$ cat src/rtl/flash_beat_seq.sv
module flash_beat_seq #(
  parameter int AW = 20,
  parameter int MAXW = 16,
  localparam int CW = $clog2(MAXW + 1),
  localparam int HW = AW - 1
) (
  input  logic          clk,
  input  logic          rst,
  input  logic          req_valid,
  input  logic          req_is_data,
  input  logic          req_wide,
  input  logic [CW-1:0] req_count,
  input  logic [AW-1:0] req_addr,
  output logic          req_ready,
  output logic          rsp_valid,
  output logic [31:0]   rsp_data,
  output logic          mem_en,
  output logic [HW-1:0] mem_addr,
  input  logic [15:0]   mem_rdata
);
  typedef enum logic [1:0] {S_IDLE, S_PRE, S_BEAT, S_POST} st_t;

  st_t           st;
  logic          data_q, wide_q, hi_q;
  logic [CW-1:0] n_q, cnt_q, words_q;
  logic [15:0]   lo_q;
  logic [HW-1:0] ha_q;
  logic [CW-1:0] n_in;
  logic          word_done;

  assign n_in = !req_is_data ? CW'(1) :
                (req_count == '0) ? CW'(1) :
                (req_count > CW'(MAXW)) ? CW'(MAXW) : req_count;

  assign word_done = (st == S_BEAT) && (!wide_q || hi_q);
  assign mem_en    = (st == S_BEAT);
  assign mem_addr  = ha_q;
  assign rsp_valid = word_done;
  assign rsp_data  = wide_q ? {mem_rdata, lo_q} : {16'h0000, mem_rdata};
  assign req_ready = ((st == S_POST) && (cnt_q == CW'(1))) ||
                     (word_done && (words_q == CW'(1)) && !data_q);

  always_ff @(posedge clk) begin
    if (rst) begin
      st      <= S_IDLE;
      data_q  <= 1'b0;
      wide_q  <= 1'b0;
      hi_q    <= 1'b0;
      n_q     <= '0;
      cnt_q   <= '0;
      words_q <= '0;
      lo_q    <= '0;
      ha_q    <= '0;
    end else begin
      case (st)
        S_IDLE: if (req_valid) begin
          data_q  <= req_is_data;
          wide_q  <= req_wide;
          n_q     <= n_in;
          cnt_q   <= n_in;
          words_q <= n_in;
          hi_q    <= 1'b0;
          ha_q    <= req_addr[AW-1:1];
          st      <= req_is_data ? S_PRE : S_BEAT;
        end
        S_PRE: begin
          if (cnt_q == CW'(1)) st <= S_BEAT;
          else cnt_q <= cnt_q - CW'(1);
        end
        S_BEAT: begin
          ha_q <= ha_q + HW'(1);
          if (wide_q && !hi_q) begin
            lo_q <= mem_rdata;
            hi_q <= 1'b1;
          end else begin
            hi_q    <= 1'b0;
            words_q <= words_q - CW'(1);
            if (words_q == CW'(1)) begin
              if (data_q) begin
                st    <= S_POST;
                cnt_q <= n_q;
              end else begin
                st <= S_IDLE;
              end
            end
          end
        end
        S_POST: begin
          if (cnt_q == CW'(1)) st <= S_IDLE;
          else cnt_q <= cnt_q - CW'(1);
        end
        default: st <= S_IDLE;
      endcase
    end
  end
endmodule

$ cat config.mk
export PLATFORM = sky130hd
export DESIGN_NAME = flash_beat_seq
export DESIGN_NICKNAME = d
export VERILOG_FILES = /design/src/rtl/flash_beat_seq.sv
export SDC_FILE = /design/constraint.sdc
export NUM_CORES = 1
export LEC_CHECK = 0
export BUFFER_PORTS_ARGS = -buffer_cell sky130_fd_sc_hd__buf_4
export CORE_ASPECT_RATIO = 0.7
export CORE_MARGIN = 8
export CORE_UTILIZATION = 45
export DETAILED_ROUTE_END_ITERATION = 10
export PLACE_DENSITY = 0.72
export SLEW_MARGIN = 20
export SYNTH_ARGS = -nofsm -noshare
export SYNTH_HDL_FRONTEND = slang
export SYNTH_SLANG_ARGS = --single-unit
$ cat constraint.sdc
create_clock -name clk -period 5.25 [get_ports clk]
set_clock_uncertainty 0.05 [all_clocks]
set_input_delay 0.525 -clock clk [delete_from_list [all_inputs] [get_ports clk]]
set_output_delay 0.525 -clock clk [all_outputs]
set_load 0.005 [all_outputs]
==> results.txt, run 1 <==
In this run the power spent charging and discharging nets is ~350 uW. The clock net sink count is 55. The number of placement rows is 25. For this run, the register share of the synthesized area comes to 0.346. The maximum clock insertion buffer count is 2. The maximum clock rate is 0.292 GHz. The maximum number of pins on one net before global-route repair came out at 56. In this run the post-CTS setup repair buffer count came out at 0. The count of boundary I/O pins is 100. TritonCTS created 5 clock buffers.

The count of hold buffers inserted by post-cts repair is 0. The worst-case headroom to the max-slew limit came out at 0.331. The via count normalized by instance count is approximately 5.7.

The worst path needs 3.42 ns of the cycle, external delays included. The overall power consumption is 1130 uW. The worst hold-check path type is in2reg. The actual slew at the worst max-slew pin came out at around 1 ns. The remaining number of nets flagged by the antenna check after routing came out at 0. The standard cell with the maximum stage delay on the critical path is dfxtp_1. The initial utilization of the core area, before any placement, comes to 0.468. The total congestion overflow came out at 0. The count of instances resized after the clock tree is built is 0.

The average instance in the mapped netlist occupies 7.83 um^2. The count of final max-slew check failures came out at 0. The power density over cell area came out at between 200 and 300 nW/um^2. The flow ran to the end, and the final reports show no timing, DRC or antenna violations. The combinational share of power came out at 0.260. Cell internal power was estimated by the tool at 786 uW. The area of the multi-input gates came out at 1930 um^2. The number of port buffers is 98. The area enclosed by the die boundary came out at 10100 um^2.

Traced cell by cell, the critical path runs through nand2b_1 > inv_1 > buf_4. The final route contains roughly 3300 vias. The via count of the first global-routing pass came out at 2968.

The die is 116 um wide. Yosys printed 0 warnings. After synthesis, the largest family of logic cells by area is simple AND/OR/NAND/NOR gates.

The register share of total power is 0.447. The share of the cycle needed by the critical path after routing is 0.652. The synthesized netlist occupies a cell area of ~3200 um^2. The area share of xor/xnor cells in the synthesized design is 0.00551.

Yosys mapped a number of flops with a built-in enable equal to 0. The initial antenna violation count came to 0. The summed negative setup slack over all endpoints is 0 ns. After synthesis, the share of cell area in mux cells is 0.0701. Of the total synthesized cell area, the portion taken by AND, OR, NAND and NOR gates is 0.284. The share of synthesized registers carrying an async set or reset came out at 0. The critical path required time came out at 4.68 ns. The most common flop cell mapped by yosys is dfxtp_1. The worst setup path is of the reg2out kind. The total global-route track usage is 0.184. The worst setup path is captured at an output pin. Summed over all layers, the routed wires come to 9580 um.

The number of antenna cells inserted is 0. From bottom edge to top edge, the die measures between 80 and 90 um. The net count after synthesis came out at 457. The count of max-cap constraint violations came out at 0.

The number of fillers in the final layout is 624. The synthesized instance count came out at between 400 and 500. The leakage power is 0.00159 uW. The final count of hold timing violations was 0. The violation count after the first detailed-routing iteration came out at 227.

The area share of fa/ha/maj cells after synthesis came out at 0.0197. The element type at the critical path start is a flop. The arrival time of data at the critical path endpoint came out at 2.85 ns. The placed wire-length estimate came out at 6960 um.

The relative area change from synthesis to final layout came out at 28.5%. The synthesis-stage register bit count came out at 55. The largest incremental delay on the critical path came out at about 0.99 ns. The fraction of final layout cells with drive strength greater than 1 is 0.281. The worst hold slack came out at 0.398 ns. The CTS clock-pin slew for the worst setup and hold paths is approximately 0.10 ns.

The number of remaining DRC errors is 0. The cell sitting at the root of the clock tree is a clkbuf_8. The fraction of the core area covered by cells at the end of the flow came out at 0.602. The synthesized netlist contains 59 unique library cells. The number of iterations in the first detailed-routing pass is 5. The final layout net count is 537. IR analysis of the VDD net gives a maximum drop of 0.166 mV. The placer congestion estimate is roughly 0.86. Setup repair after global routing left no endpoint under its margin. The maximum fanout along the worst path is 33. The complex-gate fraction of the synthesized area came out at 0.225. The clock latency on the worst-skew pair is a little over 0.3 ns. The CTS tree is yes. Of the total power, the clock network draws 0.294. The switching part of the total came out at 0.306. The clock tree synthesis step divided the H-tree into 2 levels. The core region area came out at between 6000 and 7000 um^2. The first global-routing pass estimated 15200 um of wire. The final-report setup violation count is 0. The average detailed-routed wire length per instance came out at 16.5 um. The area occupied by registers came out at 1100 um^2.
==> per-stage QoR <==
| step | worst slack [ns] | cells | instance area, um^2 |
|---|---|---|---|
| after detailed placement | 2.08 | 573 | 3950 |
| after global routing | 1.62 | 581 | 4090 |
| after CTS | 1.87 | 581 | 4080 |
| after floorplan | 3.38 | 406 | 3180 |
| after global placement | 2.17 | 573 | 3950 |
| final | 1.83 | 581 | 4090 |
==> layout by cell type (no fill, tap or decap), types with 4 or more instances in the layout <==
cell and instances:
nand2b_1 4, and3_1 5, inv_1 14, dfxtp_1 55, buf_4 100, or4_1 6, mux2_2 18, ha_1 5
o21ai_0 12, o22ai_1 5, nor4_1 4, or3_1 5, clkbuf_8 5, nor3_1 5, nand3b_1 6, nand2_1 67
and2_1 18, a31oi_1 9, nor2_1 15, nand4_1 4, o211ai_1 4, a21oi_1 47, o311ai_0 7, nand3_1 12
==> cell usage after synthesis, types with 3 or more instances <==
master / instances / share of area
nand2_1: 67 / 0.079
dfxtp_1: 55 / 0.35
a21oi_1: 47 / 0.074
clkbuf_1: 21 / 0.025
and2_1: 18 / 0.035
mux2_2: 18 / 0.064
nor2_1: 16 / 0.019
inv_1: 14 / 0.017
nand3_1: 12 / 0.019
o21ai_0: 12 / 0.019
a31oi_1: 9 / 0.018
o311ai_0: 7 / 0.019
nand3b_1: 6 / 0.014
or4_1: 6 / 0.014
and3_1: 5 / 0.0098
ha_1: 5 / 0.020
nor3_1: 5 / 0.0079
o22ai_1: 5 / 0.0098
or3_1: 5 / 0.0098
nand2b_1: 4 / 0.0079
nand4_1: 4 / 0.0079
nor4_1: 4 / 0.0079
o211ai_1: 4 / 0.0094
a211oi_1: 3 / 0.0071
a221oi_1: 3 / 0.0083
a22oi_1: 3 / 0.0071
buf_1: 3 / 0.0035
buf_2: 3 / 0.0047
nor2b_1: 3 / 0.0059
o31ai_1: 3 / 0.0071
==> final timing paths <==
path                 from           end  slack [ns]  depth (start not counted)
min reg2reg      lo_q[14]      lo_q[14]        0.41                          2
min          req_addr[13]  mem_addr[12]        0.40                          3
max                 st[0]        mem_en        1.83                          3
max reg2reg         st[0]    words_q[1]        1.97                          5
==> worst max-delay path: cells and delay by family (launching register included) <==
kind	cells	cell delay, ns
flip-flops	1	0.99
buffers and inverters	2	0.76
AND/OR/NAND/NOR	1	0.78
==> flip-flops by register name, indices dropped and copies added, names as in the netlist <==
register and flops:
cnt_q 5, data_q 1, hi_q 1, lo_q 16, mem_addr 19, n_q 5
st 2, wide_q 1, words_q 5
==> cells by family (layout without fill, tap and decap cells) <==
group / Yosys count / in the layout
buf+inv: 41 / 122
flops: 55 / 55
simple gates: 171 / 171
compound gates: 112 / 112
xor+xnor: 2 / 2
fa+ha+maj: 5 / 5
mux: 20 / 20
==> power groups by stage <==
stage               Clock, uW  Sequential (uW)  Combinational (uW)
floorplan                   0              492                 179
global placement            0              511                 285
detailed placement          0              513                 292
CTS                       336              504                 293
global route              355              513                 322
finish                    333              506                 294
==> final cells by class <==
cell class,instances,share of cell area
clock buffer,5,0.0168
clock inverter,3,0.0165
inverter,14,0.0129
multi-input combinational,310,0.472
sequential,55,0.269
tap,94,0.0288
timing repair buffer,100,0.184
==> per-layer routing <==
| layer | vias up | share of wire | global-route usage |
|---|---|---|---|
| met5 | - | 0 | 0 |
| met4 | 0 | 0.0057 | 0.0317 |
| met3 | 6 | 0.069 | 0.0437 |
| met2 | 111 | 0.45 | 0.273 |
| met1 | 1557 | 0.48 | 0.264 |
| li1 | 1642 | - | - |
(Power assumes the default switching activity.)
==> run 2, diff against run 1 <==
==> constraint.sdc (replaced) <==
create_clock -name clk -period 3.25 [get_ports clk]
set_clock_uncertainty 0.05 [all_clocks]
set_input_delay 0.325 -clock clk [delete_from_list [all_inputs] [get_ports clk]]
set_output_delay 0.325 -clock clk [all_outputs]
set_load 0.005 [all_outputs]
==> run 2 against run 1 <==
Compared with the run above: combinational power increased by 71%; first-iteration DRC count increased by 16%; critical path depth increased by 2; clock-buffer cell count increased by 1; wire length increased by 3.2%; worst hold slack got worse by 0.19 ns; sequential share of layout area decreased by 0.16 points; critical endpoint is now req_ready; flip-flop and latch count unchanged; cell count increased by 1.0%.
==> results.txt, run 2 (synthesis gave the netlist of run 1 again) <==
The flow ran to the end, and the final reports show no timing, DRC or antenna violations. The placed cell count is 579 (+1.0%). The smallest setup slack after layout came to 1.05 ns (-0.776 ns). The final count of hold timing violations came out at 0 (unchanged). The number of remaining DRC errors is 0 (unchanged). The via count of the first global-routing pass is 3228 (+8.8%). The cell area after placement came out at 3990 um^2 (+1.1%).

The number of port buffers is 98 (unchanged). The y dimension of the die came to 86.3 um (unchanged). The total length of routed wires was 9880 um (+3.2%). The count of max-cap constraint violations is 0 (unchanged). The count of hold buffers inserted by post-cts repair came out at 0 (unchanged). TritonCTS built the clock tree. The placed wire-length estimate came out at 7130 um (+2.4%). The horizontal die dimension is 116 um (unchanged).

The count of final max-slew check failures is 0 (unchanged). The maximum resistive drop on vdd came out at 0.255 mV (+54%). The type of destination of the critical path is an output pin. The actual slew at the worst max-slew pin is 1.07 ns (+0.0646 ns).

The maximum fanout along the worst path came to 20 (-39%). The post-placement worst setup slack is 1.15 ns (-0.932 ns). The total congestion overflow is 0 (unchanged). The most prevalent standard cell on the critical path is buf_4. The critical path required time came out at 2.87 ns (-1.81 ns).

The area enclosed by the die boundary came out at 10100 um^2 (unchanged). The number of antenna cells inserted is 0 (unchanged). The CTS clock-pin slew for the worst setup and hold paths is 0.11 ns (about the same). The violation count after the first detailed-routing iteration came out at 263 (+16%). Walking the worst path, the cells encountered are buf_4 > nand3_1 > o31ai_1 > and2_1 > buf_4. The number of placement rows is 25 (unchanged).

The number of flip-flops under the largest register name came out at 19 (unchanged). The final layout net count came out at 543 (+1.1%). Based on the critical path, the design can be clocked at up to 0.455 GHz. The total global-route track usage came to 0.194 (+0.00985). The initial antenna violation count came out at 0 (unchanged). Setup repair after global routing left no endpoint under its margin. The number of iterations in the first detailed-routing pass came out at 5 (unchanged).

The placer congestion estimate is 0.867 (+1.0%). The number of vias in the routed layout came to 3391 (+2.3%). The clock net sink count came to 55 (unchanged).

The relative area change from synthesis to final layout is 29.3%. The power density over cell area came out at 435 nW/um^2 (+57%). The final standard cell count with taps included and fillers excluded is 587 (+1.0%). The first-pass GRT wire length is 16000 um (+5.3%). The most critical setup path has its startpoint at st[0].

The cell area after layout is 4110 um^2 (+0.58%). For this design, the slowest cell found on the critical path is dfxtp_1. The worst-case headroom to the max-slew limit came out at 0.286 (-0.0448). The number of buffers inserted by post-CTS setup repair was 0 (unchanged).

By startpoint and endpoint, the worst setup path is classified as reg2out. The core region area is 6790 um^2 (unchanged). The remaining number of nets flagged by the antenna check after routing is 0 (unchanged). The library cells used most frequently in the layout, excluding fill and tap cells, are buf_4, nand2_1, dfxtp_1, a21oi_1. The summed negative setup slack over all endpoints came out at 0 ns (unchanged). The startpoint identified for the worst hold timing path is req_addr[13].

The via count normalized by instance count is 5.78 (+1.2%). The library cell used most frequently in the layout, excluding fill and tap cells, is buf_4. The clock buffer count from CTS is 5 (unchanged). The maximum number of pins on one net before global-route repair was 56 (unchanged). The tree is rooted in a clkbuf_8. The arrival time of data at the critical path endpoint is 1.82 ns (-1.03 ns). The fraction of final layout cells with drive strength greater than 1 was 0.288 (+0.00672).

The average detailed-routed wire length per instance is 16.8 um (+2.1%). The maximum clock insertion buffer count is 2 (unchanged). The overall power consumption is 1790 uW (+58%).

The worst setup path is launched from a flop. The starting density of the core is 0.468 (unchanged). The count of instances resized after the clock tree is built came out at 0 (unchanged).

The post-route minimum period came out at 2.20 ns. The final-report setup violation count came out at 0 (unchanged). The worst hold-check path type is in2reg. The count of boundary I/O pins came out at 100 (unchanged). The clock latency on the worst-skew pair is 0.31 ns (about the same). The leakage power came out at 0.00162 uW (+1.7%). In the finished design, the share of the clock period the worst path needs comes to 0.676. The count of H-tree levels built during CTS came out at 2 (unchanged). The largest incremental delay on the critical path came out at 0.61 ns (-0.38 ns). The worst register-to-register path begins at st[0].
## run 2: cell types whose count changed in the layout (fill, tap and decap cells not counted), sizes merged
| cell | delta |
|---|---|
| buf | +6 |
| bufinv | -1 |
| clkinvlp | -1 |
| clkbuf | +1 |
| clkinv | +1 |
## run 2: path summary, 6_finish.rpt
check	end	slack (ns)	cells past startpoint
min	mem_addr[12]	0.20	3
max	req_ready	1.05	5
min reg2reg	lo_q[5]	0.41	2
max reg2reg	lo_q[11]	1.07	5
## run 2: worst max-delay path, delay by kind of cell, from the launching register on
| family | cells | cell delay [ns] |
|---|---|---|
| buf+inv | 2 | 0.42 |
| compound gates | 1 | 0.13 |
| simple gates | 2 | 0.36 |
| flops | 1 | 0.61 |
## run 2: layout make-up
| cell class | instances | area (um^2) |
|---|---|---|
| fillers | 617 | 2680 |
| clock buffers | 6 | 82.6 |
| inverters | 14 | 52.6 |
| clock inverters | 2 | 35.0 |
| well taps | 94 | 118 |
| repair buffers | 106 | 796 |
| flip-flops and latches | 55 | 1100 |
| multi-input cells | 310 | 1930 |
## run 2: layer usage
layer  track usage  vias to the layer above  routed length [um]
met3        0.0409                        7                 772
li1              -                     1655                   -
met4        0.0399                        0                  55
met1         0.267                     1594                4510
met2         0.303                      135                4540
met5             0                        -                   0
## run 2: power breakdown
part / leakage (uW) / internal, uW / switching (uW)
clock network: 0.0000612 / 250 / 232
logic: 0.00111 / 246 / 256
registers: 0.000449 / 728 / 75.5
## run 2: metrics by stage
step           hold WS, ns  utilization
6_report             0.204        0.606
3_3_place_gp         0.388        0.588
4_1_cts              0.195        0.606
3_5_place_dp         0.399        0.588
5_1_grt              0.206        0.606
2_1_floorplan        0.383            -
==> run 3, diff against run 2 <==
==> constraint.sdc (replaced) <==
create_clock -name clk -period 2.2 [get_ports clk]
set_clock_uncertainty 0.05 [all_clocks]
set_input_delay 0.22 -clock clk [delete_from_list [all_inputs] [get_ports clk]]
set_output_delay 0.22 -clock clk [all_outputs]
set_load 0.005 [all_outputs]
==> run 3 against run 2 <==
Compared with the run above: die area unchanged; critical endpoint unchanged; largest cell class unchanged; total power rose by 43%; via count fell by 1.8%; global-route usage down 0.82 points.
==> results.txt, run 3 (synthesis gave the netlist of run 1 again) <==
TritonCTS built the clock tree. The final-report setup violation count came to 0 (unchanged). The worst-case headroom to the max-slew limit came to 0.602 (+0.315).

The arrival time of data at the critical path endpoint is 1.74 ns (-0.08 ns). The maximum resistive drop on vdd came out at 0.406 mV (+59%). The final layout net count came out at 549 (+1.1%). The clock buffer count from CTS came out at 5 (unchanged). Setup repair after global routing left no endpoint under its margin. The final count of hold timing violations is 0 (unchanged). The remaining number of nets flagged by the antenna check after routing came out at 0 (unchanged). The fraction of final layout cells with drive strength greater than 1 came out at 0.299 (+0.0106).

The total length of routed wires came out at 9550 um (-3.3%). The placed wire-length estimate came to 7020 um (-1.5%). The maximum fanout along the worst path came out at 25 (+25%).

The count of H-tree levels built during CTS came out at 2 (unchanged). The relative area change from synthesis to final layout came out at 30.2%. The y dimension of the die came out at 86.3 um (unchanged). The horizontal die dimension came to 116 um (unchanged). The run finished with clean final reports. The number of vias in the routed layout is 3330 (-1.8%). The core region area was 6790 um^2 (unchanged). The leakage power is 0.00163 uW (+1.1%). The average detailed-routed wire length per instance was 16.1 um (-4.3%). The violation count after the first detailed-routing iteration was 215 (-18%). The total congestion overflow came out at 0 (unchanged). The number of buffers inserted by post-CTS setup repair is 0 (unchanged). The number of iterations in the first detailed-routing pass is 5 (unchanged). The number of port buffers came to 98 (unchanged).

The element type at the critical path start is a flop. The area enclosed by the die boundary came out at 10100 um^2 (unchanged). The power density over cell area came to 616 nW/um^2 (+42%). The count of instances resized after the clock tree is built is 0 (unchanged). The count of hold buffers inserted by post-cts repair was 0 (unchanged).

The first-pass GRT wire length is 15400 um (-3.6%). The starting density of the core is 0.468 (unchanged). The count of boundary I/O pins is 100 (unchanged). The worst hold-check path type is in2reg. The tree is rooted in a clkbuf_8. The count of max-cap constraint violations came out at 0 (unchanged). The CTS clock-pin slew for the worst setup and hold paths came out at 0.11 ns (about the same). The clock latency on the worst-skew pair came out at 0.32 ns (about the same).

The critical path goes through buf_4 > nand3_1 > o31ai_1 > and2_1 > buf_4. The via count of the first global-routing pass is 3116 (-3.5%). The post-route minimum period came out at 2.01 ns. The number of flip-flops under the largest register name came to 19 (unchanged). The actual slew at the worst max-slew pin came to 0.598 ns (-0.469 ns).

The summed negative setup slack over all endpoints is 0 ns (unchanged). The total global-route track usage came out at 0.186 (-0.00823). Static timing analysis puts the maximum clock frequency at 0.496 GHz. The critical path required time is 1.93 ns (-0.94 ns). STA classifies the critical path endpoint as an output pin.

The library cell used most frequently in the layout, excluding fill and tap cells, is buf_4. The maximum clock insertion buffer count came out at 2 (unchanged). The largest incremental delay on the critical path is 0.52 ns (-0.09 ns). The placer congestion estimate came out at 0.832 (-4.0%). The clock net sink count came to 55 (unchanged).

The initial antenna violation count came out at 0 (unchanged). The standard cell with the maximum stage delay on the critical path is dfxtp_1. The cell that appears most often on the critical path is buf_4. The count of final max-slew check failures came out at 0 (unchanged).

The via count normalized by instance count is 5.62 (-2.8%). The number of antenna cells inserted came to 0 (unchanged). The count of buffering cells on the critical path with inverters included came out at 2 (unchanged). The number of remaining DRC errors came out at 0 (unchanged).

In the layout the commonest cells are buf_4, nand2_1, dfxtp_1, a21oi_1. The fraction of the core area covered by cells at the end of the flow came out at 0.610 (+0.00424). The type of the setup path with the least slack is reg2out. The maximum number of pins on one net before global-route repair was 56 (unchanged). The largest delay contributor family on the critical path is flip-flops.

The share of the cycle needed by the critical path after routing is 0.916. The number of placement rows came out at 25 (unchanged).
## run 3: power breakdown
part | switching (uW) | internal [uW] | total [uW] | leakage (uW)
clock | 357 | 258 | 615 | 0.0000474
combinational | 382 | 373 | 756 | 0.00114
sequential | 104 | 1080 | 1180 | 0.000449
## run 3: area by class of cell
type | instances | area (um^2)
Clock buffer | 6 | 82.6
Tap cell | 94 | 118
Clock inverter | 2 | 16.3
Timing Repair Buffer | 112 | 841
Inverter | 14 | 52.6
Multi-Input combinational cell | 310 | 1930
Fill cell | 620 | 2650
Sequential cell | 55 | 1100
## run 3: final timing paths
check,start,to,slack (ns),depth (start not counted)
worst max-delay path,st[0],req_ready,0.19,5
worst min-delay path,req_addr[13],mem_addr[12],0.09,3
worst max register to register,mem_addr[1],mem_addr[18],0.21,5
worst min register to register,lo_q[8],lo_q[8],0.41,2
## run 3: through the flow
step,instances,worst slack [ns],hold WS [ns],power (uW),instance area (um^2)
6_report,593,0.186,0.0906,2550,4140
5_1_grt,593,0.0545,0.101,2680,4140
4_1_cts,593,0.201,0.0869,2550,4140
3_5_place_dp,585,0.223,0.393,1950,4040
3_3_place_gp,585,0.288,0.389,1930,4040
2_1_floorplan,406,0.338,0.306,1600,3180
## run 3: metal layers
| layer | up-vias | part of all wire | GRT usage |
|---|---|---|---|
| met5 | - | 0 | 0 |
| met4 | 0 | 0.0060 | 0.0317 |
| met3 | 7 | 0.059 | 0.0389 |
| met2 | 91 | 0.45 | 0.285 |
| met1 | 1568 | 0.48 | 0.262 |
| li1 | 1664 | - | - |
## run 3: worst register-to-register path, stage by stage, from the launching register on
cell	delay, ns
dfxtp_1	0.43
ha_1	0.24
nand3_1	0.12
or4_4	0.59
o311ai_0	0.37
a31oi_1	0.07
